==> config.mk <==
export PLATFORM = sky130hd
export DESIGN_NAME = dl_link_insert
export DESIGN_NICKNAME = d
export VERILOG_FILES = /design/src/rtl/dl_ins_pkg.sv /design/src/rtl/dl_slot_decode.sv /design/src/rtl/dl_src_select.sv /design/src/rtl/dl_link_insert.sv
export SDC_FILE = /design/constraint.sdc
export NUM_CORES = 1
export LEC_CHECK = 0
export BUFFER_PORTS_ARGS = -buffer_cell sky130_fd_sc_hd__buf_2
export CORE_AREA = 2 2 39 41
export CTS_CLUSTER_DIAMETER = 200
export DETAILED_ROUTE_END_ITERATION = 12
export DIE_AREA = 0 0 41 43
export GPL_TIMING_DRIVEN = 0
export SLEW_MARGIN = 0
export SYNTH_ARGS = -nofsm -noshare
export SYNTH_HDL_FRONTEND = slang
export SYNTH_HIERARCHICAL = 1
export SYNTH_SLANG_ARGS = --single-unit
==> constraint.sdc <==
create_clock -name clk -period 4.66 [get_ports clk]
set_input_delay 0 -clock clk [delete_from_list [all_inputs] [get_ports clk]]
set_output_delay 0 -clock clk [all_outputs]
set_load 0.005 [all_outputs]
==> src/rtl/dl_ins_pkg.sv <==
package dl_ins_pkg;
   typedef enum logic [1:0] {
      SRC_HDLC = 2'b00,
      SRC_SER  = 2'b01,
      SRC_OH   = 2'b10,
      SRC_ONE  = 2'b11
   } dl_src_e;

   typedef enum logic [1:0] {
      FM_ESF   = 2'b00,
      FM_SLC   = 2'b01,
      FM_T1DM  = 2'b10,
      FM_NONE  = 2'b11
   } frm_mode_e;

   localparam int NUM_REQ_SRC = 3;
endpackage

==> src/rtl/dl_slot_decode.sv <==
module dl_slot_decode
   import dl_ins_pkg::*;
#(
   parameter int FRAMES_PER_SF  = 24,
   parameter int BITS_PER_FRAME = 193,
   localparam int FW = $clog2(FRAMES_PER_SF),
   localparam int BW = $clog2(BITS_PER_FRAME)
) (
   input  logic [1:0]    mode,
   input  logic [FW-1:0] frm_idx,
   input  logic [BW-1:0] bit_idx,
   output logic          slot,
   output logic          sf_start
);
   localparam logic [BW-1:0] RBIT_POS = BW'(BITS_PER_FRAME - 1);

   logic fbit;
   assign fbit     = (bit_idx == '0);
   assign sf_start = fbit && (frm_idx == '0);

   always_comb begin
      unique case (mode)
         FM_ESF:  slot = fbit && !frm_idx[0];
         FM_SLC:  slot = fbit &&  frm_idx[0];
         FM_T1DM: slot = (bit_idx == RBIT_POS);
         default: slot = 1'b0;
      endcase
   end
endmodule

==> src/rtl/dl_src_select.sv <==
module dl_src_select
   import dl_ins_pkg::*;
(
   input  logic       clk,
   input  logic       rst_n,
   input  logic       cfg_we,
   input  logic [1:0] cfg_wdata,
   output logic [1:0] cfg_rdata,
   input  logic       step,
   input  logic       sf_start,
   input  logic       slot,
   input  logic       hdlc_bit,
   input  logic       ser_bit,
   input  logic       oh_bit,
   output logic       hdlc_req,
   output logic       ser_req,
   output logic       oh_req,
   output logic       src_bit,
   output logic [1:0] eff_sel,
   output logic [1:0] act_sel
);
   logic [1:0] cfg_q, act_q;
   logic       fire;
   logic [NUM_REQ_SRC-1:0] req_vec;

   always_ff @(posedge clk) begin
      if (!rst_n) begin
         cfg_q <= SRC_HDLC;
         act_q <= SRC_HDLC;
      end else begin
         if (cfg_we) cfg_q <= cfg_wdata;
         act_q <= eff_sel;
      end
   end

   assign eff_sel   = (step && sf_start) ? cfg_q : act_q;
   assign act_sel   = act_q;
   assign cfg_rdata = cfg_q;
   assign fire      = step && slot;

   for (genvar g = 0; g < NUM_REQ_SRC; g++) begin : g_req
      assign req_vec[g] = fire && (eff_sel == 2'(g));
   end

   assign hdlc_req = req_vec[int'(SRC_HDLC)];
   assign ser_req  = req_vec[int'(SRC_SER)];
   assign oh_req   = req_vec[int'(SRC_OH)];

   always_comb begin
      unique case (eff_sel)
         SRC_HDLC: src_bit = hdlc_bit;
         SRC_SER:  src_bit = ser_bit;
         SRC_OH:   src_bit = oh_bit;
         default:  src_bit = 1'b1;
      endcase
   end
endmodule

==> src/rtl/dl_link_insert.sv <==
module dl_link_insert
   import dl_ins_pkg::*;
#(
   parameter int FRAMES_PER_SF  = 24,
   parameter int BITS_PER_FRAME = 193,
   parameter bit REG_OUT        = 1'b1,
   localparam int FW = $clog2(FRAMES_PER_SF),
   localparam int BW = $clog2(BITS_PER_FRAME)
) (
   input  logic          clk,
   input  logic          rst_n,
   input  logic          cfg_we,
   input  logic [1:0]    cfg_wdata,
   output logic [1:0]    cfg_rdata,
   input  logic [1:0]    frm_mode,
   input  logic [FW-1:0] frm_idx,
   input  logic [BW-1:0] bit_idx,
   input  logic          in_valid,
   input  logic          in_bit,
   input  logic          hdlc_bit,
   output logic          hdlc_req,
   input  logic          ser_bit,
   output logic          ser_req,
   input  logic          oh_bit,
   output logic          oh_req,
   output logic          out_valid,
   output logic          out_bit
);
   if (FRAMES_PER_SF < 2 || (FRAMES_PER_SF % 2) != 0) begin : g_bad_frames
      $error("FRAMES_PER_SF must be even and at least 2");
   end
   if (BITS_PER_FRAME < 9) begin : g_bad_bits
      $error("BITS_PER_FRAME must hold a framing bit and a timeslot");
   end

   logic       slot_hit, sf_start, sf_hit, src_bit, merged;
   logic [1:0] eff_sel, act_sel;

   dl_slot_decode #(
      .FRAMES_PER_SF (FRAMES_PER_SF),
      .BITS_PER_FRAME(BITS_PER_FRAME)
   ) u_dec (
      .mode    (frm_mode),
      .frm_idx (frm_idx),
      .bit_idx (bit_idx),
      .slot    (slot_hit),
      .sf_start(sf_start)
   );

   dl_src_select u_sel (
      .clk      (clk),
      .rst_n    (rst_n),
      .cfg_we   (cfg_we),
      .cfg_wdata(cfg_wdata),
      .cfg_rdata(cfg_rdata),
      .step     (in_valid),
      .sf_start (sf_start),
      .slot     (slot_hit),
      .hdlc_bit (hdlc_bit),
      .ser_bit  (ser_bit),
      .oh_bit   (oh_bit),
      .hdlc_req (hdlc_req),
      .ser_req  (ser_req),
      .oh_req   (oh_req),
      .src_bit  (src_bit),
      .eff_sel  (eff_sel),
      .act_sel  (act_sel)
   );

   assign sf_hit = in_valid && sf_start;
   assign merged = (in_valid && slot_hit) ? src_bit : in_bit;

   if (REG_OUT) begin : g_reg_out
      always_ff @(posedge clk) begin
         if (!rst_n) begin
            out_valid <= 1'b0;
            out_bit   <= 1'b0;
         end else begin
            out_valid <= in_valid;
            out_bit   <= merged;
         end
      end
   end else begin : g_comb_out
      assign out_valid = in_valid;
      assign out_bit   = merged;
   end
endmodule

* Yosys cells after proc, flatten, opt, wreduce, memory -nomap -nowiden
Cells that the tools add are included.
** Word-level totals
- Bits in registers :: 6
- Input port bits :: 25
- Output and inout bits :: 7
- Word-level logic and storage cells :: 26
** Operators by class
- Eq/ne operators :: 5
- Muxes and demuxes :: 4
- Reductions and logical operators :: 13
** Operators with widths (number)
- 8-bit == test (second input constant) :: 1
- 1-bit logical AND :: 8
- 8-bit zero test :: 1
- 1-bit case mux with 3 select lines :: 2
- 5-bit zero test :: 1
- 2-bit by 1-bit == test with 1-bit output (second input constant) :: 2
- 2-bit == test (second input constant) :: 2
- 2-bit zero test :: 2
- 2-bit two-way mux :: 1
- 1-bit zero test :: 1
- 1-bit two-way mux :: 1

* Longest topological paths before layout
- Depth after elaboration :: 7
- Gate-level depth with buffers :: 8
- Gate-level depth less buffers :: 8

* Hierarchy
Netlist, hierarchy kept.
** By module, submodules not included
- dl_src_select :: instances 1, cells each 28, area an instance 247.7 um2, sequential area each 80.1 um2
- dl_link_insert :: instances 1, cells each 7, area an instance 68.8 um2, sequential area each 40.0 um2
- dl_slot_decode :: instances 1, cells each 11, area an instance 62.6 um2, sequential area each 0.0 um2

* Worst setup path after synthesis
OpenSTA, ideal clock, no wires.
- Kind :: input -> register
- Start :: input bit_idx[5]
- End :: register out_bit
- Library setup time :: 72 ps
- Arrival time :: 1385 ps
- Required time :: 4588 ps
- Setup slack :: 3204 ps
- Stages :: 8
- Buffers on the path :: 0
- Cells stage by stage :: nor4_1 > nand2_1 > nor2_1 > a21boi_1 > or3b_1 > a31oi_1 > nand2_1 > mux2i_1
** On the way
- Word-level cells in the longest chain between the ends :: 7
- Elaborated cells on any way between the ends :: 14
- Those cells by class :: eq/ne (3); mux (4); reduce/logical (7)
** RTL lines
- start, declared :: line dl_link_insert.sv:17 : input logic [BW-1:0] bit_idx,
- 8-bit zero test (*) :: line dl_slot_decode.sv:18 : assign fbit = (bit_idx == '0);
- 1-bit logical AND (*) :: line dl_slot_decode.sv:19 : assign sf_start = fbit && (frm_idx == '0);
- via sf_start :: line dl_link_insert.sv:36 : logic slot_hit, sf_start, sf_hit, src_bit, merged;
- 1-bit logical AND (*) :: line dl_src_select.sv:36 : assign eff_sel = (step && sf_start) ? cfg_q : act_q;
- 2-bit two-way mux (*) :: line dl_src_select.sv:36
- 2-bit == test, or another cell as far along :: line dl_src_select.sv:50 : unique case (eff_sel)
- 1-bit case mux with 3 select lines (*) :: line dl_src_select.sv:50
- via src_bit :: line dl_link_insert.sv:36
- 1-bit two-way mux (*) :: line dl_link_insert.sv:71 : assign merged = (in_valid && slot_hit) ? src_bit : in_bit;
- end signal, assigned :: line dl_link_insert.sv:80 : out_bit <= merged;
- end, declared :: line dl_link_insert.sv:27 : output logic out_bit
The timed path passes the listed nets; every way through them passes the cells marked *.
A chain may end at the register's enable or synchronous reset.

* Worst setup path in the final report
- Start :: input bit_idx[5]
- End :: output oh_req
** On the way
- Word-level cells in the longest chain between the ends :: 6
- Elaborated cells on any way between the ends :: 11
- Those cells by class :: eq/ne (2); mux (2); reduce/logical (7)
** RTL lines
- 8-bit zero test :: line dl_slot_decode.sv:18
- 1-bit logical AND :: line dl_slot_decode.sv:19
- via sf_start :: line dl_link_insert.sv:36
- 1-bit logical AND :: line dl_src_select.sv:36
- 2-bit two-way mux :: line dl_src_select.sv:36
- via eff_sel[0] :: line dl_link_insert.sv:37 : logic [1:0] eff_sel, act_sel;
- 2-bit == test :: line dl_src_select.sv:42 : assign req_vec[g] = fire && (eff_sel == 2'(g));
- 1-bit logical AND :: line dl_src_select.sv:42
- end, declared :: line dl_link_insert.sv:25 : output logic oh_req,
The timed path passes the listed nets, and every way through them passes these cells.

==> summary.txt <==
CTS
  – Clk Tree Root Cell: clkbuf_4
  – Clock tree from TritonCTS: yes
  – Total number of H-tree levels: 1
  – Clock latency at the later pin of the worst-skew pair: 0.24 ns
  – Clock buffer depth: 2
  – Number of buffers created by CTS: 3
  – Setup repair bufs after CTS: 0
  – Clock slew at reported path FFs: 0.05 ns
  – Total of cells resized after clock tree synthesis: 0
  – Sinks on the clock net: 6
  – Hold buffer count at CTS: 0

Power and ir drop
  – Share of power burned in the clock network: 39.2%
  – Net Switching: 0.0272 mW
  – Internal power of the cells: 0.0945 mW
  – Final Total Pwr: 0.122 mW
  – Sequential share of power: 44.8%
  – Power density relative to cell area: 212 mW/mm^2
  – Pleak: 0.281 nW
  – Sw Share: 22.4%
  – Combinational cell fraction of total power: 16.0%
  – Largest vdd supply drop: 86.1 uV

Worst setup path
  – Type of the worst setup path: in2out
  – Internal reg-to-reg setup slack: 3.38 ns
  – Source of the critical timing path: bit_idx[5]
  – Worst EP arrival: 1.58 ns
  – Logic depth of the worst setup path including buffers: 9
  – Cell Chain, Critical Path: buf_2 > nor4_1 > nand2_1 > nor2_1 > a21boi_1 > or2_1 > buf_2 > nor3_2 > buf_2
  – Critical path required time: 4.66 ns
  – Element type at the critical path start: input port
  – Sort of element at the end of the critical path: output port
  – Buf/Inv on CP: 3
  – Capturing instance or port of the critical path: oh_req
  – Startpoint of the worst register-to-register path: u_sel/cfg_rdata[0]$_SDFFE_PN0P_
  – Cell type of the slowest stage on the worst timing path: nor2_1
  – Cell mode on critical path: buf_2
  – R2R cell count: 5
  – Largest incremental delay on the critical path: 0.32 ns
  – Max FO, Critical Path: 5
  – Endpoint of the worst register-to-register path: out_bit$_SDFF_PN0_
  – Largest delay contributor family on the critical path: simple AND/OR/NAND/NOR gates

Logic synthesis
  – Number of nets produced by synthesis: 70
  – Cell area after technology mapping: 375 sq um
  – Count of yosys warnings during synthesis: 6
  – Synthesized netlist cell count: 45
  – Synthesized area per cell: 8.34 sq um

Finish
  – Footprint of the multi-input gates: 250 sq um
  – Antenna diode instance count: 0
  – Layout fillers: 152
  – Fraction of final layout cells sized beyond drive strength 1: 49.4%
  – Area taken by flip-flops and latches: 120 sq um
  – Final net count: 106
  – Utilization of the core after routing: 41.4%
  – Area delta synth->final: 52.7%
  – Layout Cell Area excl Fill: 573 sq um

Worst hold path
  – Depth of the worst hold-timing path: 3
  – Path category of the worst min-delay check: in2reg
  – Worst min-delay path startpoint: in_bit

Drt
  – Total vias in the final route: 437
  – Drc violations: 0
  – Post-detailed-route count of antenna-violating nets: 0
  – Ratio of routed vias to standard cells: 4.60
  – Detailed-route wire length: 882 microns
  – Detailed Routing Iterations Pass 1: 2
  – 1st-iter DRT viols: 2
  – Routed wire per std cell: 9.28 microns

Die
  – Number of primary I/O pins: 32
  – Cell Rows: 14
  – Effective utilization at floorplan: 27.1%
  – Die Y: 43 microns
  – Area of the die: 0.00176 sq mm
  – Placeable Area: 0.00138 sq mm
  – Die X: 41 microns

Timing
  – Max transition margin: 75.6%
  – Setup tns final: 0 ns
  – Final critical path time including I/O delays and setup: 1.58 ns
  – Clk_skew: 0.000196 ns
  – Transition at the pin with the smallest max-transition slack: 0.357 ns
  – Max-slew violations: 0
  – Setup violations, final: 0
  – Final worst path period share: 33.9%
  – Unrepaired setup endpoints after global routing: false
  – Hold violation total from the final report: 0
  – Highest clock frequency the design can meet: 0.634 GHz

Global routing
  – Largest net degree at the start of global routing: 9
  – Global-route wire length before repair: 1320 microns
  – Antenna violations before repair: 0
  – Via count of the first global-routing pass: 358
  – Global-route usage over all layers: 10.8%
  – Overall overflow remaining after global route: 0

Placement
  – PortBufs: 31
  – Detailed placement HPWL: 748 microns
  – Instance area after placement: 551 sq um
  – Global placement routability congestion: 0.693

Status
  – Run status: complete, no violations

Run
  – Max-capacitance violation count: 0
-- placed cells by master (no fill, tap or decap) --
cell        n
o21ai_0     1
or3b_1      1
nand2_1     6
clkbuf_4    3
and3_4      1
nor3_2      1
nor4_1      2
nand4b_1    1
xor2_1      1
mux2i_1     4
buf_2      32
or2_1       1
and2_1      2
a2111oi_0   1
a31oi_1     1
and2_2      1
a21boi_1    1
or4_1       1
nand3_1     2
nor3_1      1
nor2_1      3
nor2b_1     4
a21oi_1     1
a21bo_2     1
dfxtp_1     6
-- registers in the layout, indices dropped and copies added (netlist names) --
name / cells
u_sel/act_sel: 2
u_sel/cfg_rdata: 2
out_bit: 1
out_valid: 1
-- worst min-delay path by stage --
stage	to	slack [ns]
floorplan	oh_req	0.09
global placement	u_sel/cfg_rdata[0]$_SDFFE_PN0P_	0.27
detailed placement	out_bit$_SDFF_PN0_	0.27
CTS	out_bit$_SDFF_PN0_	0.005
global route	out_bit$_SDFF_PN0_	0.01
finish	out_bit$_SDFF_PN0_	0.01
-- area by class of cell --
class | count | area share [%]
tap | 16 | 3.49
clock buffer | 3 | 3.93
multi-input combinational | 38 | 43.7
buffer | 1 | 0.873
sequential | 6 | 21.0
timing repair buffer | 31 | 27.1
-- stage by stage --
| stage | hold WS (ns) | setup WS, ns | instances |
|---|---|---|---|
| 2_1_floorplan | 0.0878 | 3.20 | 45 |
| 3_3_place_gp | 0.265 | 2.93 | 92 |
| 3_5_place_dp | 0.266 | 2.90 | 92 |
| 4_1_cts | 0.00519 | 3.06 | 95 |
| 5_1_grt | 0.0136 | 2.86 | 95 |
| 6_report | 0.0134 | 3.08 | 95 |
-- power groups by stage --
stage	combinational [mW]	clock, mW	sequential (mW)
detailed placement	0.0197	0	0.0555
CTS	0.0198	0.0509	0.0545
finish	0.0195	0.0477	0.0545
floorplan	0.00526	0	0.0556
global route	0.0216	0.0525	0.0547
global placement	0.0194	0	0.0555
-- metal layers --
metal  track usage, %  part of all wire, %
met2             17.5                   51
met5                0                    0
met4             4.00                    0
met3             3.14                  8.3
met1             12.6                   41
-- tightest hold or removal path, stage by stage --
cell and delay [ns]:
buf_2 0.09, nand2_1 0.05, mux2i_1 0.06
Power figures use the tool's default switching activity.
